[config.mk]
export PLATFORM = sky130hd
export DESIGN_NAME = pix_trig_readout
export DESIGN_NICKNAME = d
export VERILOG_FILES = /design/src/rtl/pix_readout_pkg.sv /design/src/rtl/pix_hit_cell.sv /design/src/rtl/pix_prio_pick.sv /design/src/rtl/pix_trig_readout.sv
export SDC_FILE = /design/constraint.sdc
export NUM_CORES = 1
export LEC_CHECK = 0
export CAP_MARGIN = 10
export CORE_MARGIN = 4
export CORE_UTILIZATION = 35
export DETAILED_ROUTE_END_ITERATION = 10
export DONT_BUFFER_PORTS = 1
export GPL_TIMING_DRIVEN = 0
export PLACE_DENSITY_LB_ADDON = 0.1
export SYNTH_ARGS = -nofsm -noshare
export SYNTH_HDL_FRONTEND = slang
export SYNTH_SLANG_ARGS = --single-unit
[constraint.sdc]
create_clock -name clk -period 4.3 [get_ports clk]
set_input_delay 0.215 -clock clk [delete_from_list [all_inputs] [get_ports clk]]
set_output_delay 0.215 -clock clk [all_outputs]
set_load 0.005 [all_outputs]
[src/rtl/pix_readout_pkg.sv]
package pix_readout_pkg;
  typedef enum logic {
    MODE_FREE = 1'b0,
    MODE_TRIG = 1'b1
  } acq_mode_e;

  localparam int DEF_ROWS = 4;
  localparam int DEF_COLS = 4;
  localparam int DEF_TS_W = 5;
endpackage

[src/rtl/pix_hit_cell.sv]
module pix_hit_cell
  import pix_readout_pkg::*;
#(
  parameter int TS_W = DEF_TS_W
) (
  input  logic            clk,
  input  logic            rst_n,
  input  logic            hit_i,
  input  logic [TS_W-1:0] ts_i,
  input  logic [TS_W-1:0] lat_i,
  input  logic            trig_i,
  input  logic            trig_mode_i,
  input  logic            clr_i,
  output logic            occ_o,
  output logic            ready_o,
  output logic [TS_W-1:0] ts_o
);
  logic            occ_q, occ_d;
  logic            cnf_q, cnf_d;
  logic [TS_W-1:0] ts_q, ts_d;
  logic [TS_W-1:0] age;
  logic            at_window;
  logic            trig_mode;

  assign trig_mode = (trig_mode_i == MODE_TRIG);
  assign age       = ts_i - ts_q;
  assign at_window = occ_q && !cnf_q && (age == lat_i);

  always_comb begin
    occ_d = occ_q;
    cnf_d = cnf_q;
    ts_d  = ts_q;
    if (clr_i) begin
      occ_d = 1'b0;
      cnf_d = 1'b0;
    end else if (occ_q) begin
      if (trig_mode && at_window) begin
        if (trig_i) cnf_d = 1'b1;
        else        occ_d = 1'b0;
      end
    end else if (hit_i) begin
      occ_d = 1'b1;
      ts_d  = ts_i;
    end
  end

  always_ff @(posedge clk or negedge rst_n) begin
    if (!rst_n) begin
      occ_q <= 1'b0;
      cnf_q <= 1'b0;
      ts_q  <= '0;
    end else begin
      occ_q <= occ_d;
      cnf_q <= cnf_d;
      if (!occ_q) ts_q <= ts_d;
    end
  end

  assign occ_o   = occ_q;
  assign ready_o = trig_mode ? cnf_q : occ_q;
  assign ts_o    = ts_q;

  assert_busy_hold_R3: assert property (@(posedge clk) disable iff (!rst_n)
    occ_q |=> (!occ_q || $stable(ts_q)));
  assert_cnf_needs_hit_R5: assert property (@(posedge clk) disable iff (!rst_n)
    cnf_q |-> occ_q);
  assert_cnf_after_trig_R5: assert property (@(posedge clk) disable iff (!rst_n)
    $rose(cnf_q) |-> $past(trig_i));
  assert_free_no_confirm_R4: assert property (@(posedge clk) disable iff (!rst_n)
    $rose(cnf_q) |-> $past(trig_mode_i == MODE_TRIG));
endmodule

[src/rtl/pix_prio_pick.sv]
module pix_prio_pick #(
  parameter int N   = 16,
  localparam int IW = (N > 1) ? $clog2(N) : 1
) (
  input  logic [N-1:0]  req_i,
  output logic [N-1:0]  grant_o,
  output logic [IW-1:0] idx_o,
  output logic          any_o
);
  always_comb begin
    idx_o = '0;
    any_o = 1'b0;
    for (int i = N - 1; i >= 0; i--) begin
      if (req_i[i]) begin
        idx_o = IW'(i);
        any_o = 1'b1;
      end
    end
    grant_o = '0;
    if (any_o) grant_o[idx_o] = 1'b1;
  end
endmodule

[src/rtl/pix_trig_readout.sv]
module pix_trig_readout
  import pix_readout_pkg::*;
#(
  parameter int ROWS  = DEF_ROWS,
  parameter int COLS  = DEF_COLS,
  parameter int TS_W  = DEF_TS_W,
  localparam int NPIX  = ROWS * COLS,
  localparam int IW    = (NPIX > 1) ? $clog2(NPIX) : 1,
  localparam int ROW_W = (ROWS > 1) ? $clog2(ROWS) : 1,
  localparam int COL_W = (COLS > 1) ? $clog2(COLS) : 1
) (
  input  logic             clk,
  input  logic             rst_n,
  input  logic [NPIX-1:0]  hit_i,
  input  logic [TS_W-1:0]  ts_i,
  input  logic             trig_i,
  input  logic [TS_W-1:0]  lat_i,
  input  logic             trig_mode_i,
  input  logic             rd_en_i,
  output logic             rd_valid_o,
  output logic [ROW_W-1:0] rd_row_o,
  output logic [COL_W-1:0] rd_col_o,
  output logic [TS_W-1:0]  rd_ts_o
);
  logic [1:0]      rst_sync_q;
  logic            rst_int_n;
  logic [NPIX-1:0] cell_occ, cell_ready, pick_grant, cell_clr;
  logic [TS_W-1:0] cell_ts [NPIX];
  logic [IW-1:0]   pick_idx;
  logic            pick_any;
  logic            take;

  always_ff @(posedge clk or negedge rst_n) begin
    if (!rst_n) rst_sync_q <= 2'b00;
    else        rst_sync_q <= {rst_sync_q[0], 1'b1};
  end
  assign rst_int_n = rst_sync_q[1];

  for (genvar p = 0; p < NPIX; p++) begin : g_cell
    pix_hit_cell #(.TS_W(TS_W)) u_cell (
      .clk        (clk),
      .rst_n      (rst_int_n),
      .hit_i      (hit_i[p]),
      .ts_i       (ts_i),
      .lat_i      (lat_i),
      .trig_i     (trig_i),
      .trig_mode_i(trig_mode_i),
      .clr_i      (cell_clr[p]),
      .occ_o      (cell_occ[p]),
      .ready_o    (cell_ready[p]),
      .ts_o       (cell_ts[p])
    );
  end

  pix_prio_pick #(.N(NPIX)) u_pick (
    .req_i  (cell_ready),
    .grant_o(pick_grant),
    .idx_o  (pick_idx),
    .any_o  (pick_any)
  );

  assign take     = rd_en_i && pick_any;
  assign cell_clr = take ? pick_grant : '0;

  logic             valid_d;
  logic [ROW_W-1:0] row_d;
  logic [COL_W-1:0] col_d;
  logic [TS_W-1:0]  tsw_d;

  always_comb begin
    valid_d = take;
    row_d   = ROW_W'(32'(pick_idx) / COLS);
    col_d   = COL_W'(32'(pick_idx) % COLS);
    tsw_d   = cell_ts[pick_idx];
  end

  always_ff @(posedge clk or negedge rst_int_n) begin
    if (!rst_int_n) begin
      rd_valid_o <= 1'b0;
      rd_row_o   <= '0;
      rd_col_o   <= '0;
      rd_ts_o    <= '0;
    end else begin
      rd_valid_o <= valid_d;
      if (take) begin
        rd_row_o <= row_d;
        rd_col_o <= col_d;
        rd_ts_o  <= tsw_d;
      end
    end
  end

  logic [IW-1:0] last_idx;
  assign last_idx = IW'(32'(rd_row_o) * COLS + 32'(rd_col_o));

  assert_valid_needs_en_R10: assert property (@(posedge clk) disable iff (!rst_int_n)
    rd_valid_o |-> $past(rd_en_i));
  assert_read_clears_R9: assert property (@(posedge clk) disable iff (!rst_int_n)
    rd_valid_o |-> !cell_occ[last_idx]);
endmodule

# Yosys cells after proc, flatten, opt, wreduce, memory -nomap -nowiden
# Cells that the tools add are included.
word_totals:
  ram_bits: 0
  n_memories: 0
  wordCells: 436
  rom_bits: 0
  regBits: 124
  out_inout_bits: 10
  in_bits: 31
  latch_bits: 0
op_classes:
  reduce_logical: 146
  eq_ne: 16
  n_mux: 169
  order_cmp: 3
  n_shift: 0
  multipliers: 0
  div: 0
  n_addsub: 16
  n_bitwise: 33
ops:
  columns: ["op", "n"]
  rows:
  - ["$mux W1", 147]
  - ["$reduce_and A3 Y1", 32]
  - ["$reduce_bool A2 Y1", 48]
  - ["$eq A5 B5 Y1", 16]
  - ["$sub A5 B5 Y5", 16]
  - ["$mux W4", 16]
  - ["$logic_and A1 B1 Y1", 50]
  - ["$mux W16", 2]
  - ["$not A1 Y1", 32]
  - ["$bmux W5 S4", 1]
  - ["$logic_not A1 Y1", 16]
  - ["$mux W5", 2]
  - ["$ge A5 B5 Y1 const B", 1]
  - ["$lt A4 B5 Y1 const B", 1]
  - ["$not A4 Y5", 1]
  - ["$demux W1 S4", 1]
  - ["$ge A4 B1 Y1 const B", 1]

# Depth between registers and ports, before layout
# Gate-level depths: netlist (run 1).
depth:
  depth_word: 25
  depth_mapped: 11
  mapped_depth_nobuf: 10

# Modules after synthesis
# From an unflattened synthesis (run 1), not the netlist that was laid out.
hier_totals:
  cells_unflattened: 973
  hier_area_um2: 9888.2
by_module_without_submodules:
  columns: ["mod", "area_each_um2", "cells_per_inst", "seq_area_each_um2", "n_inst"]
  rows:
  - ["pix_hit_cell", 518.0, 50, 175.2, 16]
  - ["pix_trig_readout", 1262.5, 115, 300.3, 1]
  - ["pix_prio_pick", 337.8, 58, 0.0, 1]

# Worst setup path before layout (run 1)
# No wires, ideal clock.
synth_timing:
  path_kind: "register to register"
  from: "register g_cell[12].u_cell.cnf_q"
  to: "register g_cell[4].u_cell.ts_q[4]"
  setup_ps: 125
  arrival_time_ps: 2594
  required_ps: 4175
  path_slack_ps: 1581
  synth_period_minus_slack_ps: 2719
  stages_incl_launch_ff: 9
  path_buffers: 1
  cell_sequence: "dfrtp_1 -> or3b_2 -> a222oi_1 -> o211ai_1 -> nand3_1 -> buf_4 -> nor3_1 -> nor3b_4 -> mux2_2"
synth_between:
  elab_chain_len: 22
  word_cells_on_any_way: 37
  classes_between: "order compare: 2; mux: 31; bitwise: 1; reduce/logical: 3"
synth_rtl:
  columns: ["item", "line", "source"]
  rows:
  - ["start, declared", "pix_hit_cell.sv:19", "logic cnf_q, cnf_d;"]
  - ["start signal, assigned", "pix_hit_cell.sv:54", "cnf_q <= cnf_d;"]
  - ["$mux W1 (*)", "pix_hit_cell.sv:60", "assign ready_o = trig_mode ? cnf_q : occ_q;"]
  - ["$mux W4 (13 in a row)", "pix_prio_pick.sv:14", "if (req_i[i]) begin"]
  - ["$lt A4 B5 Y1 (not written as such) / $ge A4 B1 Y1 (equally long branches)", "pix_prio_pick.sv:20", "if (any_o) grant_o[idx_o] = 1'b1;"]
  - ["$logic_and A1 B1 Y1 (not written as such)", "pix_prio_pick.sv:20", null]
  - ["$mux W1 (not written as such)", "pix_prio_pick.sv:20", null]
  - ["$demux W1 S4", null, null]
  - ["$mux W16", "pix_prio_pick.sv:20", null]
  - ["$mux W16 (*)", "pix_trig_readout.sv:63", "assign cell_clr = take ? pick_grant : '0;"]
  - ["$not A1 Y1 (no source line) (*)", null, null]
  - ["$reduce_and A3 Y1 (no source line) (*)", null, null]
  - ["end signal, assigned", "pix_hit_cell.sv:55", "if (!occ_q) ts_q <= ts_d;"]
  - ["end, declared", "pix_hit_cell.sv:20", "logic [TS_W-1:0] ts_q, ts_d;"]
# Every way passes the cells marked *; elsewhere a longest branch is shown, timed or not.
# A chain may end at the register's enable or synchronous reset.

# Worst setup path after layout (run 1)
layout_timing:
  from: "register g_cell[10].u_cell.cnf_q"
  to: "register g_cell[11].u_cell.ts_q[3]"
layout_between:
  elab_chain_len: 20
  word_cells_on_any_way: 33
  classes_between: "order compare: 2; mux: 27; bitwise: 1; reduce/logical: 3"
layout_rtl:
  columns: ["item", "line"]
  rows:
  - ["start, declared", "pix_hit_cell.sv:19"]
  - ["start signal, assigned", "pix_hit_cell.sv:54"]
  - ["$mux W1 (*)", "pix_hit_cell.sv:60"]
  - ["$mux W4 (11 in a row)", "pix_prio_pick.sv:14"]
  - ["$lt A4 B5 Y1 (not written as such) / $ge A4 B1 Y1 (equally long branches)", "pix_prio_pick.sv:20"]
  - ["$logic_and A1 B1 Y1 (not written as such)", "pix_prio_pick.sv:20"]
  - ["$mux W1 (not written as such)", "pix_prio_pick.sv:20"]
  - ["$demux W1 S4", null]
  - ["$mux W16", "pix_prio_pick.sv:20"]
  - ["$mux W16 (*)", "pix_trig_readout.sv:63"]
  - ["$not A1 Y1 (no source line) (*)", null]
  - ["$reduce_and A3 Y1 (no source line) (*)", null]
  - ["end signal, assigned", "pix_hit_cell.sv:55"]
  - ["end, declared", "pix_hit_cell.sv:20"]
# Marks and branches as above.

==> flow_metrics.env, run 1 <==
export IMPL_status="complete, no violations"
export IMPL_required_ns=4.62
export IMPL_antennaDiodeCount=0
export IMPL_synth_mux_area_frac=0.119
export IMPL_synth_top_family_by_area="compound AO/OA/AOI/OAI gates"
export IMPL_cp_arrival_ns=3.75
export IMPL_yosys_most_used_dff="dfrtp_1"
export IMPL_r2r_end="g_cell[11].u_cell.ts_o[3]"
export IMPL_grt_max_degree=64
export IMPL_path_class="register to register"
export IMPL_htreeDepth=4
export IMPL_end_kind="register"
export IMPL_path_cells="or3b_2, a222oi_1, o211a_1, nor2_1, buf_2, nor3_1, nor3b_2, mux2_2"
export IMPL_cts_resized=0
export IMPL_worst_pin_slew_ns=1.38
export IMPL_wirelength_um=33000
export IMPL_clk_path_buf_depth=2
export IMPL_route_detailed_drc=0
export IMPL_yosys_area_share_simple=0.129
export IMPL_fin_nets=1081
export IMPL_vdd_ir_drop_worst_mv=0.262
export IMPL_syn_nets=1036
export IMPL_fin_worst_skew_ns=0.0133
export IMPL_power_total_mw=7.88
export IMPL_power_leakage_nw=4.44
export IMPL_nFillCells=2598
export IMPL_power_density_nw_per_um2=735
export IMPL_dieHeight_um=172
export IMPL_syn_avg_cell_area_um2=10.2
export IMPL_path_delay_family="simple AND/OR/NAND/NOR gates"
export IMPL_postCtsSetupBuffers=0
export IMPL_synth_cell_types=64
export IMPL_hold_start="hit_i[6]"
export IMPL_dp_hpwl_um=23200
export IMPL_max_freq_mhz=291
export IMPL_area_delta_synth_final_pct=14.0
export IMPL_netlist_instances=925
export IMPL_drtAntennaViolNets=0
export IMPL_worst_path_buf_inv=1
export IMPL_cts_root_buf="clkbuf_16"
export IMPL_fin_crit_ns=3.43
export IMPL_grt_pass1_wl_um=48500
export IMPL_grt_pass1_vias=7189
export IMPL_synth_warning_count=0
export IMPL_fin_crit_sh=0.798
export IMPL_via_count=7283
export IMPL_rr_worst_depth=8
export IMPL_path_clk_slew_ns=0.06
export IMPL_dieArea_um2=29600
export IMPL_drtIter0Drc=534
export IMPL_grt_overflow_total=0
export IMPL_start_util=0.358
export IMPL_synth_xor_area_frac=0.120
export IMPL_drtPass1Iterations=6
export IMPL_synth_compound_area_frac=0.135
export IMPL_layout_drive_gt1_share=0.164
export IMPL_wl_per_cell_um=25.1
export IMPL_rows=59
export IMPL_hold_depth=2
export IMPL_cts_buffers=17
export IMPL_crit_slowest_cell="a222oi_1"
export IMPL_hp_class="primary input to register"
export IMPL_grtUsageTotal=0.228
export IMPL_finish_utilization=0.408
export IMPL_rr_startpoint="g_cell[10].u_cell.cnf_q"
export IMPL_ys_seq_area_frac=0.330
export IMPL_viasPerCell=5.53
export IMPL_slew_headroom=0.0793
export IMPL_syn_area_um2=9410
export IMPL_cts_tree="done"
export IMPL_core_area_um2=26300
export IMPL_design_portCount=41
export IMPL_slew_viol_final=0
export IMPL_synth_fa_ha_area_frac=0.119
export IMPL_r2r_slack_ns=0.87
export IMPL_worstPathMaxFanout=10
export IMPL_synth_edf_count=0
export IMPL_worstHoldEndpoint="g_cell[6].u_cell.ts_o[0]"
export IMPL_grt_antenna_before_repair=1
export IMPL_setup_viol=0
export IMPL_rsz0062_at_grt="false"
export IMPL_cp_start_kind="register"
export IMPL_port_buffers=0
export IMPL_critical_path_max_stage_delay_ns=0.67
export IMPL_synth_seq_cells=124
export IMPL_hold_viol_final=0
export IMPL_clock_sinks=124
export IMPL_die_w_um=172
export IMPL_synthArstFlopShare=1.00
export IMPL_worstSkewPairLatency_ns=0.44
export IMPL_max_cap_viol_count=0
export IMPL_place_congestion=0.870
## logic make-up after synthesis
kind of cell	after synthesis
AO/OA/AOI/OAI	180
XOR/XNOR	129
adder cells (fa/ha/maj)	80
buffers and inverters	113
flip-flops	124
multiplexers	100
other	1
AND/OR/NAND/NOR	198
## metal layers
layer	up-vias	wire length, um	share of wire	GRT usage
met5	-	0	0	0
met1	3680	15900	0.48	0.330
met4	0	345	0.010	0.0414
met3	19	1610	0.049	0.0354
li1	3411	-	-	-
met2	173	15200	0.46	0.367
## cell usage after synthesis (all sizes together), types with 8 or more instances
library cell | number | area share
o22ai | 13 | 0.0086
nand3 | 23 | 0.012
a21oi | 42 | 0.023
dfrtp | 124 | 0.33
fa | 16 | 0.034
nor2 | 44 | 0.018
xnor2 | 93 | 0.087
nand2 | 16 | 0.0072
mux2i | 20 | 0.021
a41oi | 16 | 0.015
buf | 14 | 0.0081
inv | 74 | 0.030
nor3b | 20 | 0.024
o21ai | 13 | 0.0069
clkbuf | 24 | 0.0096
xor2 | 36 | 0.034
nor3 | 39 | 0.025
nand4b | 9 | 0.0084
mux2 | 80 | 0.097
a21o | 34 | 0.027
nor2b | 8 | 0.0053
nor4 | 8 | 0.0053
nand4 | 8 | 0.0053
ha | 64 | 0.085
o211ai | 26 | 0.021
## power breakdown
group | internal (mW) | switching (mW)
registers | 1.68 | 0.511
clock network | 0.925 | 0.582
logic | 1.94 | 2.25
## how the worst max path moves through the flow
stage	from	to	cells past startpoint
after floorplan	rst_sync_q[1]	g_cell[0].u_cell.cnf_q	0
after global placement	rst_sync_q[1]	g_cell[14].u_cell.ts_o[0]	0
after detailed placement	g_cell[10].u_cell.cnf_q	g_cell[11].u_cell.ts_o[3]	8
after CTS	g_cell[10].u_cell.cnf_q	g_cell[11].u_cell.ts_o[3]	8
after global routing	g_cell[10].u_cell.cnf_q	g_cell[11].u_cell.ts_o[0]	8
final	g_cell[10].u_cell.cnf_q	g_cell[11].u_cell.ts_o[3]	8
## per-stage QoR
step	area, um2	instances	setup TNS, ns	hold slack [ns]	setup slack, ns
after floorplan	9410	925	0	-0.0806	0.590
after global placement	9830	1260	-164.61	-0.0805	-1.36
after detailed placement	9880	1262	0	-0.0805	0.956
after CTS	10700	1318	0	0.129	0.952
after global routing	10700	1318	0	0.137	0.729
final	10700	1318	0	0.140	0.868
## cells in the final DEF, fill, tap and decap left out, types with 10 or more instances in the layout
| cell type | instances |
|---|---|
| dlygate4sd3_1 | 24 |
| nor2_1 | 44 |
| clkbuf_1 | 27 |
| xnor2_1 | 93 |
| buf_2 | 10 |
| nand2_1 | 15 |
| nand3_1 | 23 |
| o22ai_1 | 13 |
| a21oi_1 | 41 |
| a41oi_1 | 16 |
| clkbuf_16 | 17 |
| xor2_1 | 35 |
| dfrtp_1 | 123 |
| ha_1 | 64 |
| a21o_1 | 34 |
| mux2i_1 | 20 |
| o211ai_1 | 25 |
| mux2_2 | 75 |
| inv_1 | 74 |
| nor3_1 | 33 |
| o21ai_0 | 12 |
| fa_1 | 16 |
## repair_timing
action / 4_1_cts / 5_1_grt
endpoints found under the hold margin: 47 / 0
hold buffers: 24 / 0
endpoints found under the setup margin: 0 / 0
## sequential cells by signal, summed over array words and instances (netlist names)
signal	cells
rst_sync_q	2
rd_valid_o	1
g_cell.u_cell.ts_o	80
rd_ts_o	5
g_cell.u_cell.cnf_q	16
rd_col_o	2
g_cell.u_cell.occ_o	16
rd_row_o	2
## final cells by class
type | instances | area (um2) | area share
Buffer | 38 | 166 | 0.0155
Clock inverter | 11 | 144 | 0.0134
Tap cell | 335 | 419 | 0.0391
Sequential cell | 124 | 3110 | 0.290
Multi-Input combinational cell | 688 | 5860 | 0.547
Inverter | 75 | 282 | 0.0263
Clock buffer | 21 | 450 | 0.0420
Timing Repair Buffer | 26 | 288 | 0.0268
(Power assumes the default switching activity.)
==> run 2: changes to the inputs <==
Settings changed: ABC_AREA set to 1.
Clock period 4.3 ns to 3.6 ns, I/O delays scaled along.
==> run 2 against run 1 <==
  * Sequential power rose by 11%
  * Clock skew barely moved
  * Critical endpoint is now g_cell[3].u_cell.occ_o
  * Power rose by 8.4%
  * Non-clock buffer count fell by 4
  * Highest routed layer unchanged
  * Die area rose by 3.1%
  * First-iteration DRC count fell by 2.4%
  * Largest power group unchanged
  * Largest cell class unchanged
==> flow_metrics.env, run 2 <==
export IMPL_status="complete, no violations"
export IMPL_path_cells="inv_1, clkbuf_2, ha_1, inv_1, fa_1, xnor2_1, xor2_1, nor3_1, nand2_1, nor2_1, nand3_1, o21ai_0, inv_1, a21boi_0, inv_1"
export IMPL_syn_avg_cell_area_um2=7.89
export IMPL_grtUsageTotal=0.218
export IMPL_r2r_end="g_cell[4].u_cell.ts_o[4]"
export IMPL_synthArstFlopShare=1.00
export IMPL_p_sw_frac=0.435
export IMPL_cp_start_kind="primary input"
export IMPL_cts_buffers=17
export IMPL_fin_nets=1375
export IMPL_antennaDiodeCount=0
export IMPL_ys_seq_area_frac=0.320
export IMPL_cts_root_buf="clkbuf_16"
export IMPL_synthTopCellsByCount="242 x nand2_1, 160 x inv_1, 124 x dfrtp_1"
export IMPL_synth_area_top_cells="dfrtp_1 32%, nand2_1 9.4%, ha_1 8.2%"
export IMPL_hold_depth=3
export IMPL_dieHeight_um=175
export IMPL_final_cell_mix="242 x nand2_1, 160 x inv_1, 123 x dfrtp_1"
export IMPL_fin_worst_skew_ns=0.0136
export IMPL_multi_input_area_um2=5690
export IMPL_end_kind="register"
export IMPL_start_util=0.358
export IMPL_max_freq_mhz=351
export IMPL_max_cap_viol_count=0
export IMPL_htreeDepth=4
export IMPL_core_area_um2=27100
export IMPL_wirelength_um=32900
export IMPL_path_delay_family="buffers and inverters"
export IMPL_hold_start="hit_i[1]"
export IMPL_nFillCells=2799
export IMPL_cp_arrival_ns=3.18
export IMPL_synth_warning_count=0
export IMPL_area_delta_synth_final_pct=13.3
export IMPL_rr_startpoint="g_cell[11].u_cell.occ_o"
export IMPL_seqCellArea_um2=3110
export IMPL_place_congestion=0.878
export IMPL_place_inst=1605
export IMPL_slew_headroom=0.157
export IMPL_worstSkewPairLatency_ns=0.44
export IMPL_hold_viol_final=0
export IMPL_r2r_slack_ns=0.76
export IMPL_slew_viol_final=0
export IMPL_yosys_area_top_type="dfrtp_1"
export IMPL_power_density_nw_per_um2=776
export IMPL_grt_pass1_vias=7948
export IMPL_wl_per_cell_um=19.9
export IMPL_grt_pass1_wl_um=49400
export IMPL_rows=60
export IMPL_path_class="primary input to register"
export IMPL_power_leakage_nw=5.16
export IMPL_syn_area_um2=9710
export IMPL_largest_reg_flops=80
export IMPL_p_int_mw=4.83
export IMPL_netlist_instances=1230
export IMPL_clock_power_share=0.221
export IMPL_required_ns=3.93
export IMPL_hp_class="primary input to register"
export IMPL_combPwrFrac=0.493
export IMPL_viasPerCell=4.97
export IMPL_port_buffers=0
export IMPL_layout_drive_gt1_share=0.102
export IMPL_clk_path_buf_depth=2
export IMPL_vdd_ir_drop_worst_mv=0.341
export IMPL_rsz0062_at_grt="false"
export IMPL_synth_cell_types=44
export IMPL_cts_tree="done"
export IMPL_setup_viol=0
export IMPL_cp_common_cell="inv_1"
export IMPL_critical_path_max_stage_delay_ns=0.74
export IMPL_worstHoldEndpoint="g_cell[1].u_cell.occ_o"
export IMPL_yosysMostFrequentCell="nand2_1"
export IMPL_design_portCount=41
export IMPL_holdWs_ns=0.0165
export IMPL_fin_crit_ns=2.85
export IMPL_grt_max_degree=57
export IMPL_synth_seq_cells=124
export IMPL_crit_slowest_cell="clkbuf_2"
export IMPL_dieArea_um2=30500
export IMPL_rr_worst_depth=13
export IMPL_instances_no_fill=1649
export IMPL_drtAntennaViolNets=0
export IMPL_drtPass1Iterations=5
export IMPL_route_detailed_drc=0
export IMPL_syn_nets=1341
export IMPL_p_switching_mw=3.71
export IMPL_via_count=8198
export IMPL_seqPwrFrac=0.286
export IMPL_worst_pin_slew_ns=1.26
export IMPL_setup_tns_final_ns=0
export IMPL_layout_commonest_cell="nand2_1"
export IMPL_synth_edf_count=0
export IMPL_worstPathMaxFanout=25
export IMPL_fin_crit_sh=0.792
export IMPL_grt_antenna_before_repair=1
export IMPL_yosys_most_used_dff="dfrtp_1"
export IMPL_postCtsSetupBuffers=0
export IMPL_dp_hpwl_um=23800
export IMPL_drtIter0Drc=521
export IMPL_path_clk_slew_ns=0.07
export IMPL_grt_overflow_total=0
export IMPL_die_w_um=175
export IMPL_worst_path_buf_inv=5
export IMPL_synth_top_area_share=0.320
export IMPL_clock_sinks=124
## run 2: changes by cell type after synthesis, sizes merged, moves of 24 or more
cell,previous run,this run
mux2,80,0
o21ai,13,107
nand3,23,126
a21o,34,1
inv,74,167
xor2,36,64
nand4,8,32
xnor2,93,61
nand2,16,258
## run 2: stage by stage
step	utilization	cell area [um2]	setup WS, ns	power, mW
6_report	0.406	11000	0.747	8.54
5_1_grt	0.406	11000	0.384	9.25
4_1_cts	0.406	11000	0.704	8.58
3_5_place_dp	0.378	10300	0.231	6.65
3_3_place_gp	0.376	10200	-0.430	6.58
2_1_floorplan	-	9710	0.771	5.63
## run 2: cell type report
cell class	count	area share
Clock inverter	12	0.0148
Tap cell	372	0.0423
Inverter	168	0.0580
Buffer	45	0.0256
Clock buffer	20	0.0424
Sequential cell	124	0.282
Multi-Input combinational cell	893	0.517
Timing Repair Buffer	15	0.0173
## run 2: per-layer routing
layer	wire length [um]	part of all wire	vias to the layer above	GRT usage
met5	0	0	-	0
met4	849	0.026	0	0.0714
met3	1460	0.044	44	0.0391
met2	15000	0.46	171	0.347
met1	15600	0.47	3881	0.301
li1	-	-	4102	-
## run 2: worst max-delay path by stage
stage	start	end	slack, ns	cells after the start
2_1_floorplan	ts_i[0]	g_cell[3].u_cell.occ_o	0.77	15
3_3_place_gp	ts_i[0]	g_cell[3].u_cell.occ_o	-0.43	15
3_5_place_dp	ts_i[0]	g_cell[3].u_cell.occ_o	0.23	15
4_1_cts	ts_i[0]	g_cell[3].u_cell.occ_o	0.70	14
5_1_grt	ts_i[0]	g_cell[3].u_cell.occ_o	0.38	15
6_report	ts_i[0]	g_cell[3].u_cell.occ_o	0.75	15
## run 2: power groups by stage
| stage | clock (mW) | combinational [mW] | sequential (mW) |
|---|---|---|---|
| 2_1_floorplan | 0 | 3.35 | 2.28 |
| 3_3_place_gp | 0 | 4.10 | 2.48 |
| 3_5_place_dp | 0 | 4.20 | 2.45 |
| 4_1_cts | 1.92 | 4.23 | 2.43 |
| 5_1_grt | 1.97 | 4.78 | 2.51 |
| 6_report | 1.89 | 4.21 | 2.44 |
## run 2: tightest hold or removal path, stage by stage
cell and delay, ns:
nand2_1 0.04, a32o_1 0.15, inv_1 0.04
## run 2: kinds of logic (layout without fill, tap and decap cells)
| group | Yosys count | count (layout) | synth area share |
|---|---|---|---|
| buffers and inverters | 213 | 260 | 0.0946 |
| AND/OR/NAND/NOR | 514 | 514 | 0.254 |
| other | 1 | 1 | 0.000386 |
| flip-flops | 124 | 124 | 0.320 |
| adder cells (fa/ha/maj) | 80 | 80 | 0.115 |
| AO/OA/AOI/OAI | 173 | 173 | 0.103 |
| XOR/XNOR | 125 | 125 | 0.113 |
## run 2: what timing repair did
action                    in CTS  in global routing
hold buffers                  12                  0
resized for setup              0                  0
hold endpoints to repair      22                  0
==> run 3: changes to the inputs <==
Clock period 3.6 ns to 2.6 ns, I/O delays scaled along.
==> run 3 against run 2 <==
  * Worst setup slack worse by 0.64 ns
  * Via count is 2.3% higher
  * Sequential share of layout area is 1.7 points lower
  * Final area is 6.4% higher
  * Flip-flop and latch count unchanged
  * Clock skew up 0.0029 ns
  * Core utilization up 2.6 points
  * Power increased by 44%
  * Die area stayed put
  * Critical path depth up 5
==> flow_metrics.env, run 3 (synthesized netlist as in run 2, its figures left out) <==
export IMPL_status="complete, no violations"
export IMPL_critical_path_max_stage_delay_ns=0.38
export IMPL_r2r_end="g_cell[8].u_cell.ts_o[4]"
export IMPL_required_ns=2.89
export IMPL_core_area_um2=27100
export IMPL_cts_buffers=17
export IMPL_cts_tree="done"
export IMPL_max_freq_mhz=401
export IMPL_instances_no_fill=1691
export IMPL_hold_viol_final=0
export IMPL_layout_commonest_cell="nand2_1"
export IMPL_grt_overflow_total=0
export IMPL_fin_worst_skew_ns=0.0164
export IMPL_area_delta_synth_final_pct=20.5
export IMPL_place_ws_ns=-0.654
export IMPL_grt_max_degree=50
export IMPL_fin_crit_sh=0.958
export IMPL_die_w_um=175
export IMPL_slew_headroom=0.170
export IMPL_dieArea_um2=30500
export IMPL_rsz0062_at_grt="true"
export IMPL_combPwrFrac=0.523
export IMPL_port_buffers=0
export IMPL_antennaDiodeCount=0
export IMPL_crit_slowest_cell="dfrtp_1"
export IMPL_grt_pass1_vias=7996
export IMPL_cp_start_kind="register"
export IMPL_grtUsageTotal=0.218
export IMPL_final_cell_mix="218 x nand2_1, 156 x inv_1, 123 x dfrtp_1"
export IMPL_worstSkewPairLatency_ns=0.44
export IMPL_drtAntennaViolNets=0
export IMPL_grt_pass1_wl_um=49600
export IMPL_worst_pin_slew_ns=1.24
export IMPL_r2r_slack_ns=0.11
export IMPL_wl_per_cell_um=19.8
export IMPL_layout_drive_gt1_share=0.165
export IMPL_power_leakage_nw=5.46
export IMPL_setup_tns_final_ns=0
export IMPL_worstPathMaxFanout=6
export IMPL_end_kind="register"
export IMPL_htreeDepth=4
export IMPL_largest_reg_flops=80
export IMPL_wirelength_um=33500
export IMPL_rows=60
export IMPL_nFillCells=2767
export IMPL_cts_root_buf="clkbuf_16"
export IMPL_drtIter0Drc=555
export IMPL_fin_nets=1419
export IMPL_clk_path_buf_depth=2
export IMPL_p_int_mw=6.94
export IMPL_rr_worst_depth=20
export IMPL_fin_crit_ns=2.49
export IMPL_p_sw_frac=0.435
export IMPL_viasPerCell=4.96
export IMPL_seqPwrFrac=0.277
export IMPL_power_density_nw_per_um2=1050
export IMPL_worstHoldEndpoint="g_cell[8].u_cell.ts_o[0]"
export IMPL_design_portCount=41
export IMPL_hold_start="ts_i[0]"
export IMPL_rr_startpoint="g_cell[12].u_cell.cnf_q"
export IMPL_place_congestion=0.877
export IMPL_clock_sinks=124
export IMPL_holdWs_ns=0.0397
export IMPL_max_cap_viol_count=0
export IMPL_clock_power_share=0.200
export IMPL_path_cells="or2_1, o21ai_2, nand2_1, nand2_1, nand2_1, nand2_1, nand2_2, nand2_1, nand2_1, nand2_1, nand2_2, nand2_4, nand2_8, a21oi_4, nor2_4, nand2_2, nand3_4, buf_8, nand2_2, o21ai_2"
export IMPL_hp_class="primary input to register"
export IMPL_grt_antenna_before_repair=0
export IMPL_dieHeight_um=175
export IMPL_dp_hpwl_um=23700
export IMPL_p_switching_mw=5.35
export IMPL_vdd_ir_drop_worst_mv=0.494
export IMPL_path_clk_slew_ns=0.06
export IMPL_drtPass1Iterations=6
export IMPL_path_class="register to register"
export IMPL_cp_common_cell="nand2_1"
export IMPL_cp_arrival_ns=2.78
export IMPL_hold_depth=2
export IMPL_slew_viol_final=0
export IMPL_postLayoutSetupSlackWorst_ns=0.108
export IMPL_place_inst=1605
export IMPL_route_detailed_drc=0
export IMPL_via_count=8384
export IMPL_start_util=0.358
export IMPL_setup_viol=0
export IMPL_power_total_mw=12.3
[run 3: cell type report]
cell class	count	area, um2	share of cell area
well taps	372	465	0.0398
inverters	168	647	0.0553
multi-input cells	896	6030	0.515
repair buffers	56	543	0.0464
flip-flops and latches	124	3110	0.265
plain buffers	45	337	0.0288
clock buffers	18	429	0.0367
clock inverters	12	149	0.0127
[run 3: how the worst max path moves through the flow]
stage / start / endpoint / slack, ns
2_1_floorplan: ts_i[0] / g_cell[3].u_cell.occ_o / 0.16
3_3_place_gp: ts_i[0] / g_cell[3].u_cell.occ_o / -0.65
3_5_place_dp: ts_i[0] / g_cell[3].u_cell.occ_o / -0.65
4_1_cts: g_cell[12].u_cell.cnf_q / rd_ts_o[3] / 0.0009
5_1_grt: g_cell[12].u_cell.cnf_q / g_cell[6].u_cell.ts_o[3] / -0.07
6_report: g_cell[12].u_cell.cnf_q / g_cell[8].u_cell.ts_o[4] / 0.11
[run 3: per-stage QoR]
stage               utilization  instance area, um2
global placement          0.376               10200
floorplan                     -                9710
detailed placement        0.378               10300
global route              0.432               11700
finish                    0.432               11700
CTS                       0.409               11100
[run 3: worst max-delay path, delay by kind of cell (launching register included)]
family,cells,cell delay [ns]
AOI/OAI and AO/OA,3,0.41
and+or+nand+nor,16,1.40
DFF,1,0.38
buffers and inverters,1,0.16
[run 3: power groups by stage]
stage               clock network, mW  registers, mW  logic (mW)
finish                           2.46           3.40        6.43
global placement                    0           3.42        5.69
floorplan                           0           3.16        4.64
global route                     2.58           3.50        7.21
detailed placement                  0           3.40        5.79
CTS                              2.51           3.37        5.92
[run 3: what timing repair did]
item | CTS | global route
gates resized for setup | 16 | 94
buffers inserted | 3 | 24
hold buffers | 19 | 0
endpoints found under the setup margin | 86 | 100
pin swaps | 2 | 20
cloned | 0 | 10
endpoints found under the hold margin | 72 | 0
[run 3: metal layers]
layer  vias up  routed length, um  global-route usage
li1       4185                  -                   -
met5         -                  0                   0
met4         0                658              0.0560
met2       214              15800               0.362
met3        38               1790              0.0387
met1      3947              15200               0.295
